===== src/rtl/refmon_pkg.sv =====
package refmon_pkg;

  localparam logic [2:0] FSEL_BUF_PREFIX = 3'b111;

  function automatic logic is_buffer_code(input logic [3:0] code);
    return code[3:1] == FSEL_BUF_PREFIX;
  endfunction

endpackage


===== src/rtl/refmon_sync_edge.sv =====
module refmon_sync_edge #(
  parameter int STAGES = 2
) (
  input  logic clk,
  input  logic rst_n,
  input  logic async_i,
  output logic rise_o
);

  logic [STAGES-1:0] chain_q;
  logic [STAGES-1:0] chain_d;
  logic              last_q;

  genvar g;
  generate
    for (g = 0; g < STAGES; g++) begin : g_stage
      if (g == 0) begin : g_first
        assign chain_d[g] = async_i;
      end else begin : g_next
        assign chain_d[g] = chain_q[g-1];
      end
    end
  endgenerate

  always_ff @(posedge clk or negedge rst_n) begin
    if (!rst_n) begin
      chain_q <= '0;
      last_q  <= 1'b0;
    end else begin
      chain_q <= chain_d;
      last_q  <= chain_q[STAGES-1];
    end
  end

  assign rise_o = chain_q[STAGES-1] & ~last_q;

endmodule


===== src/rtl/refmon_period_meter.sv =====
module refmon_period_meter #(
  parameter int NOM_CYCLES = 24000,
  parameter int CNT_W      = 16
) (
  input  logic             clk,
  input  logic             rst_n,
  input  logic             rise_i,
  output logic [CNT_W-1:0] meas_o,
  output logic             meas_vld_o,
  output logic             lost_o
);

  localparam int TIMEOUT = 2 * NOM_CYCLES;
  localparam logic [CNT_W-1:0] TIMEOUT_C = CNT_W'(TIMEOUT);
  localparam logic [CNT_W-1:0] ONE_C     = CNT_W'(1);

  logic [CNT_W-1:0] cnt_q, cnt_d;
  logic [CNT_W-1:0] meas_q, meas_d;
  logic             vld_q, vld_d;
  logic             lost_q, lost_d;
  logic             armed_q, armed_d;
  logic             meas_en;

  always_comb begin
    cnt_d   = cnt_q;
    meas_d  = meas_q;
    vld_d   = 1'b0;
    lost_d  = 1'b0;
    armed_d = armed_q;
    meas_en = 1'b0;
    if (rise_i) begin
      cnt_d   = ONE_C;
      meas_en = 1'b1;
      meas_d  = cnt_q;
      vld_d   = armed_q;
      armed_d = 1'b1;
    end else begin
      if (cnt_q != TIMEOUT_C) begin
        cnt_d = cnt_q + ONE_C;
      end
      if (armed_q && (cnt_q >= TIMEOUT_C)) begin
        lost_d  = 1'b1;
        armed_d = 1'b0;
      end
    end
  end

  always_ff @(posedge clk or negedge rst_n) begin
    if (!rst_n) begin
      cnt_q   <= '0;
      vld_q   <= 1'b0;
      lost_q  <= 1'b0;
      armed_q <= 1'b0;
    end else begin
      cnt_q   <= cnt_d;
      vld_q   <= vld_d;
      lost_q  <= lost_d;
      armed_q <= armed_d;
    end
  end

  always_ff @(posedge clk or negedge rst_n) begin
    if (!rst_n) begin
      meas_q <= '0;
    end else if (meas_en) begin
      meas_q <= meas_d;
    end
  end

  assign meas_o     = meas_q;
  assign meas_vld_o = vld_q;
  assign lost_o     = lost_q;

endmodule


===== src/rtl/refmon_qualifier.sv =====
module refmon_qualifier #(
  parameter int NOM_CYCLES   = 24000,
  parameter int TOL_CYCLES   = 6,
  parameter int LOCK_PERIODS = 4,
  parameter int CNT_W        = 16
) (
  input  logic             clk,
  input  logic             rst_n,
  input  logic [CNT_W-1:0] meas_i,
  input  logic             meas_vld_i,
  input  logic             lost_i,
  input  logic             bypass_i,
  output logic             safe_o,
  output logic             upd_o
);

  localparam int SK_W = $clog2(LOCK_PERIODS + 1);
  localparam logic [CNT_W-1:0] LO_C = CNT_W'(NOM_CYCLES - TOL_CYCLES);
  localparam logic [CNT_W-1:0] HI_C = CNT_W'(NOM_CYCLES + TOL_CYCLES);
  localparam logic [SK_W-1:0]  LOCK_C      = SK_W'(LOCK_PERIODS);
  localparam logic [SK_W-1:0]  LOCK_LAST_C = SK_W'(LOCK_PERIODS - 1);
  localparam logic [SK_W-1:0]  ONE_C       = SK_W'(1);

  logic [SK_W-1:0] streak_q, streak_d;
  logic            safe_q, safe_d;
  logic            in_range;

  assign in_range = (meas_i >= LO_C) && (meas_i <= HI_C);

  always_comb begin
    streak_d = streak_q;
    safe_d   = safe_q;
    if (bypass_i || lost_i) begin
      streak_d = '0;
      safe_d   = 1'b0;
    end else if (meas_vld_i) begin
      if (in_range) begin
        if (streak_q != LOCK_C) begin
          streak_d = streak_q + ONE_C;
        end
        if (streak_q >= LOCK_LAST_C) begin
          safe_d = 1'b1;
        end
      end else begin
        streak_d = '0;
        safe_d   = 1'b0;
      end
    end
  end

  always_ff @(posedge clk or negedge rst_n) begin
    if (!rst_n) begin
      streak_q <= '0;
      safe_q   <= 1'b0;
    end else begin
      streak_q <= streak_d;
      safe_q   <= safe_d;
    end
  end

  assign safe_o = safe_q;
  assign upd_o  = meas_vld_i & in_range & safe_q & ~bypass_i & ~lost_i;

endmodule


===== src/rtl/refmon_steer.sv =====
module refmon_steer #(
  parameter int NOM_CYCLES = 24000,
  parameter int GAIN       = 1,
  parameter int CNT_W      = 16,
  parameter int CW_W       = 12
) (
  input  logic             clk,
  input  logic             rst_n,
  input  logic             upd_i,
  input  logic [CNT_W-1:0] meas_i,
  output logic [CW_W-1:0]  word_o
);

  localparam int GW = $clog2(GAIN + 1);
  localparam int SW = CNT_W + GW + CW_W + 2;
  localparam logic signed [SW-1:0] NOM_S  = SW'(NOM_CYCLES);
  localparam logic signed [SW-1:0] GAIN_S = SW'(GAIN);
  localparam logic signed [SW-1:0] ZERO_S = '0;
  localparam logic signed [SW-1:0] MAX_S  = SW'((2 ** CW_W) - 1);
  localparam logic [CW_W-1:0]      MID_C  = CW_W'(2 ** (CW_W - 1));

  logic [CW_W-1:0]        word_q, word_d;
  logic signed [SW-1:0]   err_s, delta_s, cand_s;

  always_comb begin
    err_s   = $signed(SW'(meas_i)) - NOM_S;
    delta_s = err_s * GAIN_S;
    cand_s  = $signed(SW'(word_q)) - delta_s;
    if (cand_s < ZERO_S) begin
      word_d = '0;
    end else if (cand_s > MAX_S) begin
      word_d = MAX_S[CW_W-1:0];
    end else begin
      word_d = cand_s[CW_W-1:0];
    end
  end

  always_ff @(posedge clk or negedge rst_n) begin
    if (!rst_n) begin
      word_q <= MID_C;
    end else if (upd_i) begin
      word_q <= word_d;
    end
  end

  assign word_o = word_q;

endmodule


===== src/rtl/refmon_holdover.sv =====
module refmon_holdover #(
  parameter int NOM_CYCLES   = 24000,
  parameter int TOL_PPM      = 250,
  parameter int LOCK_PERIODS = 4,
  parameter int CW_W         = 12,
  parameter int GAIN         = 1,
  parameter int SYNC_STAGES  = 2
) (
  input  logic            clk,
  input  logic            rst_n,
  input  logic            ref_clk_i,
  input  logic [3:0]      fsel_i,
  output logic            safe_o,
  output logic [CW_W-1:0] ctrl_word_o,
  output logic            out8k_oe_o
);

  import refmon_pkg::*;

  localparam int TOL_CYCLES = (NOM_CYCLES * TOL_PPM) / 1000000;
  localparam int CNT_W      = $clog2(2 * NOM_CYCLES + 1);

  logic             rise;
  logic [CNT_W-1:0] meas;
  logic             meas_vld;
  logic             lost;
  logic             bypass;
  logic             upd;

  assign bypass     = is_buffer_code(fsel_i);
  assign out8k_oe_o = ~bypass;

  refmon_sync_edge #(.STAGES(SYNC_STAGES)) u_sync (
    .clk     (clk),
    .rst_n   (rst_n),
    .async_i (ref_clk_i),
    .rise_o  (rise)
  );

  refmon_period_meter #(.NOM_CYCLES(NOM_CYCLES), .CNT_W(CNT_W)) u_meter (
    .clk        (clk),
    .rst_n      (rst_n),
    .rise_i     (rise),
    .meas_o     (meas),
    .meas_vld_o (meas_vld),
    .lost_o     (lost)
  );

  refmon_qualifier #(
    .NOM_CYCLES   (NOM_CYCLES),
    .TOL_CYCLES   (TOL_CYCLES),
    .LOCK_PERIODS (LOCK_PERIODS),
    .CNT_W        (CNT_W)
  ) u_qual (
    .clk        (clk),
    .rst_n      (rst_n),
    .meas_i     (meas),
    .meas_vld_i (meas_vld),
    .lost_i     (lost),
    .bypass_i   (bypass),
    .safe_o     (safe_o),
    .upd_o      (upd)
  );

  refmon_steer #(
    .NOM_CYCLES (NOM_CYCLES),
    .GAIN       (GAIN),
    .CNT_W      (CNT_W),
    .CW_W       (CW_W)
  ) u_steer (
    .clk    (clk),
    .rst_n  (rst_n),
    .upd_i  (upd),
    .meas_i (meas),
    .word_o (ctrl_word_o)
  );

endmodule


===== config.mk =====
export PLATFORM = sky130hd
export DESIGN_NAME = refmon_holdover
export DESIGN_NICKNAME = d
export VERILOG_FILES = /design/src/rtl/refmon_pkg.sv /design/src/rtl/refmon_sync_edge.sv /design/src/rtl/refmon_period_meter.sv /design/src/rtl/refmon_qualifier.sv /design/src/rtl/refmon_steer.sv /design/src/rtl/refmon_holdover.sv
export SDC_FILE = /design/constraint.sdc
export NUM_CORES = 1
export LEC_CHECK = 0
export ABC_AREA = 1
export BUFFER_PORTS_ARGS = -buffer_cell sky130_fd_sc_hd__buf_2
export CORE_ASPECT_RATIO = 1.2
export CORE_MARGIN = 3
export CORE_UTILIZATION = 52
export DETAILED_ROUTE_END_ITERATION = 16
export PLACE_DENSITY = 0.7
export SYNTH_ARGS = -nofsm -noshare
export SYNTH_HDL_FRONTEND = slang
export SYNTH_SLANG_ARGS = --single-unit
export TNS_END_PERCENT = 50

===== constraint.sdc =====
create_clock -name clk -period 6.3 [get_ports clk]
set_input_delay 0.63 -clock clk [delete_from_list [all_inputs] [get_ports clk]]
set_output_delay 0.63 -clock clk [all_outputs]
set_load 0.01 [all_outputs]

==> run_results.csv <==
group,metric,value,unit
sta,finalHoldViolations,0,
yosys,syn_avg_cell_area,7.34,um^2
sta,fin_crit_sh,0.446,
yosys,ys_ff_latch,54,
yosys,synth_top_area_frac,0.382,
worst_setup_path,crit_type,"register to register",
grt,antenna_found_initial,0,
yosys,synth-edff-count,0,
status,status,"completed",
yosys,yosys.cell_count.top_type,"nand2_1",
yosys,synthXorXnorAreaFrac,0.0378,
drt,vias,2933,
die,die_y,95.5,um
worst_setup_path,required,6.51,ns
power_and_ir_drop,sw_frac_of_total,0.316,
yosys,synthTopCellsByCount,"nand2_1 (153), inv_1 (63), dfrtp_1 (53)",
clock_network,clockRootBuffer,"clkbuf_8",
yosys,synth-seq-area-share,0.390,
yosys,netlist-cell-type-count,36,
sta,slew_headroom,0.552,
layout,fin_nets,520,
power_and_ir_drop,p_seq_frac,0.528,
worst_setup_path,cp_max_fo,10,
die,core,6450,um^2
power_and_ir_drop,p_sw,0.000231,W
yosys,syn_inst,473,
clock_network,cts.sinks,54,
die,die_w,80.6,um
yosys,synth_top_cell_by_area,"dfrtp_1",
clock_network,ctsHtreeMaxLevel,2,
worst_setup_path,critPathLaunchType,"register",
yosys,yosys-top-cells-area,"dfrtp_1 (38%), nand2_1 (17%), ha_1 (6.8%)",
yosys,synth_ff_type,"dfrtp_1",
yosys,synthesis.nets,500,
grt,grt-ovfl-total,0,
sta,finalSetupTns,0,ns
yosys,synth-compound-area-share,0.0987,
clock_network,cts_tree,"done",
sta,final-setup-viol-count,0,
die,initial_core_util,0.539,
yosys,synthAdderAreaFrac,0.0742,
yosys,synth_top_family_by_area,"simple AND/OR/NAND/NOR gates",
grt,grt_pass1_wl,12000,um
sta,period_needed,2.81,ns
clock_network,cts.repair.resized,0,
clock_network,clk_pin_slew_worst_paths,0.10,ns
die,die-area,7700,um^2
yosys,synthMuxAreaShare,0,
power_and_ir_drop,total_power,0.000731,W
sta,slew_viol_final,0,
grt,grt_max_degree,55,
placed_design,io_buffer_count,19,
power_and_ir_drop,leakage,1.94,nW
drt,antenna_left,0,
die,ioPinCount,21,
clock_network,clockBufferDepth,2,
worst_setup_path,cp.arrival,3.02,ns
placed_design,dpl.hpwl,5340,um
sta,fmax,0.356,GHz
worst_setup_path,worstSetupEndpointType,"register",
clock_network,cts_hold_buf,0,
power_and_ir_drop,power.density,196,nW/um^2
power_and_ir_drop,internal-power,0.000501,W
layout,area_growth,7.60,%
layout,drive_gt1_frac,0.112,
placed_design,gp_congestion,0.932,
yosys,netlist_area,3470,um^2
clock_network,post_cts_buffers,0,
clock_network,clock_latency,0.31,ns
power_and_ir_drop,power_frac_comb,0.197,
grt,grt_pass1_vias,2747,
power_and_ir_drop,p_clk_frac,0.275,
sta,skew,0.00509,ns
yosys,ys_warn_count,0,
run,maxCapViolations,0,
drt,drtPass1Iterations,4,
layout,antenna_cells,0,
sta,tightest_slew,0.671,ns
grt,grt_use_total,0.198,
yosys,synthArstFlopShare,1.00,
sta,rsz0062_at_grt,"no",
placed_design,dp_cells,571,
min_path,min_path_type,"register to register",
drt,drt-total-wl,7020,um
layout,fin_cells,578,
clock_network,cts_made_buffers,5,
die,rows,32,
power_and_ir_drop,vdd_drop_max,163,uV
drt,post_drt_wl_per_cell,12.1,um
drt,via_per_inst,5.07,
yosys,yosys.area_share.simple,0.319,
drt,drc,0,
drt,drt_iter0_drc,88,
sta,hold_slack,0.386,ns
state kept, by name, indices dropped and copies added (netlist names):
name,cells
u_qual.streak_q,3
u_meter.meas_vld_o,1
u_qual.safe_o,1
u_meter.lost_o,1
u_meter.cnt_q,16
u_sync.chain_q,2
u_steer.word_o,12
u_meter.armed_q,1
u_sync.last_q,1
u_meter.meas_o,16
metal layers:
metal	vias up	GRT usage	wire, um
li1	1551	-	-
met1	1339	0.237	3160
met2	28	0.356	3560
met3	15	0.0255	159
met4	0	0.0789	143
met5	-	0	0
cells by family (layout without fill, tap and decap cells):
family / count (synthesis) / in the layout
AO/OA/AOI/OAI: 63 / 63
XOR/XNOR: 15 / 15
adder cells (fa/ha/maj): 20 / 20
buffers and inverters: 72 / 92
flip-flops: 54 / 54
AND/OR/NAND/NOR: 249 / 249
path summary, 6_finish.rpt:
check,start,end,slack (ns),depth (start not counted)
setup / recovery,u_meter.meas_o[6],u_steer.word_o[8],3.49,20
hold / removal,u_sync.chain_q[0],u_sync.chain_q[1],0.39,0
setup reg to reg,u_meter.meas_o[6],u_steer.word_o[8],3.49,20
hold reg to reg,u_sync.chain_q[0],u_sync.chain_q[1],0.39,0
max in group asynchronous,rst_n,u_meter.meas_o[11],5.42,2
min in group asynchronous,rst_n,u_steer.word_o[4],0.43,2
worst max-delay path, stage by stage, from the launching register on:
cell      delay (ns)
dfrtp_1         0.46
ha_1            0.26
nand2_1         0.09
nand2_2         0.08
xor2_1          0.17
ha_1            0.35
nand2_1         0.08
inv_1           0.07
nand2_1         0.06
nor2_1          0.08
nand2_1         0.06
nand3_1         0.13
nand2_1         0.06
nand2_1         0.07
nand2_1         0.05
nand2_1         0.06
nand3_2         0.10
o21bai_4        0.27
nand2_1         0.09
nand2_1         0.06
nand2_1         0.05
per-stage QoR:
step	instance area (um^2)	util	setup slack, ns
2_1_floorplan	3470	-	3.88
3_3_place_gp	3650	0.566	3.55
3_5_place_dp	3650	0.566	3.50
4_1_cts	3740	0.580	3.49
5_1_grt	3740	0.580	3.18
6_report	3740	0.580	3.49
power by group through the flow:
stage | Sequential [W] | Clock [W] | Combinational (W)
6_report | 0.000386 | 0.000201 | 0.000144
5_1_grt | 0.000390 | 0.000220 | 0.000167
4_1_cts | 0.000386 | 0.000208 | 0.000146
3_5_place_dp | 0.000393 | 0 | 0.000144
3_3_place_gp | 0.000391 | 0 | 0.000142
2_1_floorplan | 0.000388 | 0 | 0.000112
layout make-up:
class / count / area [um^2]
well taps: 85 / 106
clock buffers: 5 / 68.8
repair buffers: 21 / 110
clock inverters: 2 / 17.5
inverters: 64 / 240
flip-flops and latches: 54 / 1350
multi-input cells: 347 / 1840
fillers: 591 / 2710
cells in the final DEF (no fill, tap or decap), types with 2 or more instances in the layout:
cell and count:
a21oi_1 22, buf_2 19, buf_4 2, clkbuf_8 5, dfrtp_1 53, ha_1 19, inv_1 63, inv_6 2
nand2_1 153, nand2_2 6, nand3_1 24, nand3_2 5, nand4_1 11, nor2_1 30, nor2_2 3, nor3_1 7
nor3_2 3, o21ai_0 34, or2_2 2, xnor2_1 6, xor2_1 9
No activity file was read; power rests on OpenSTA's default activity.
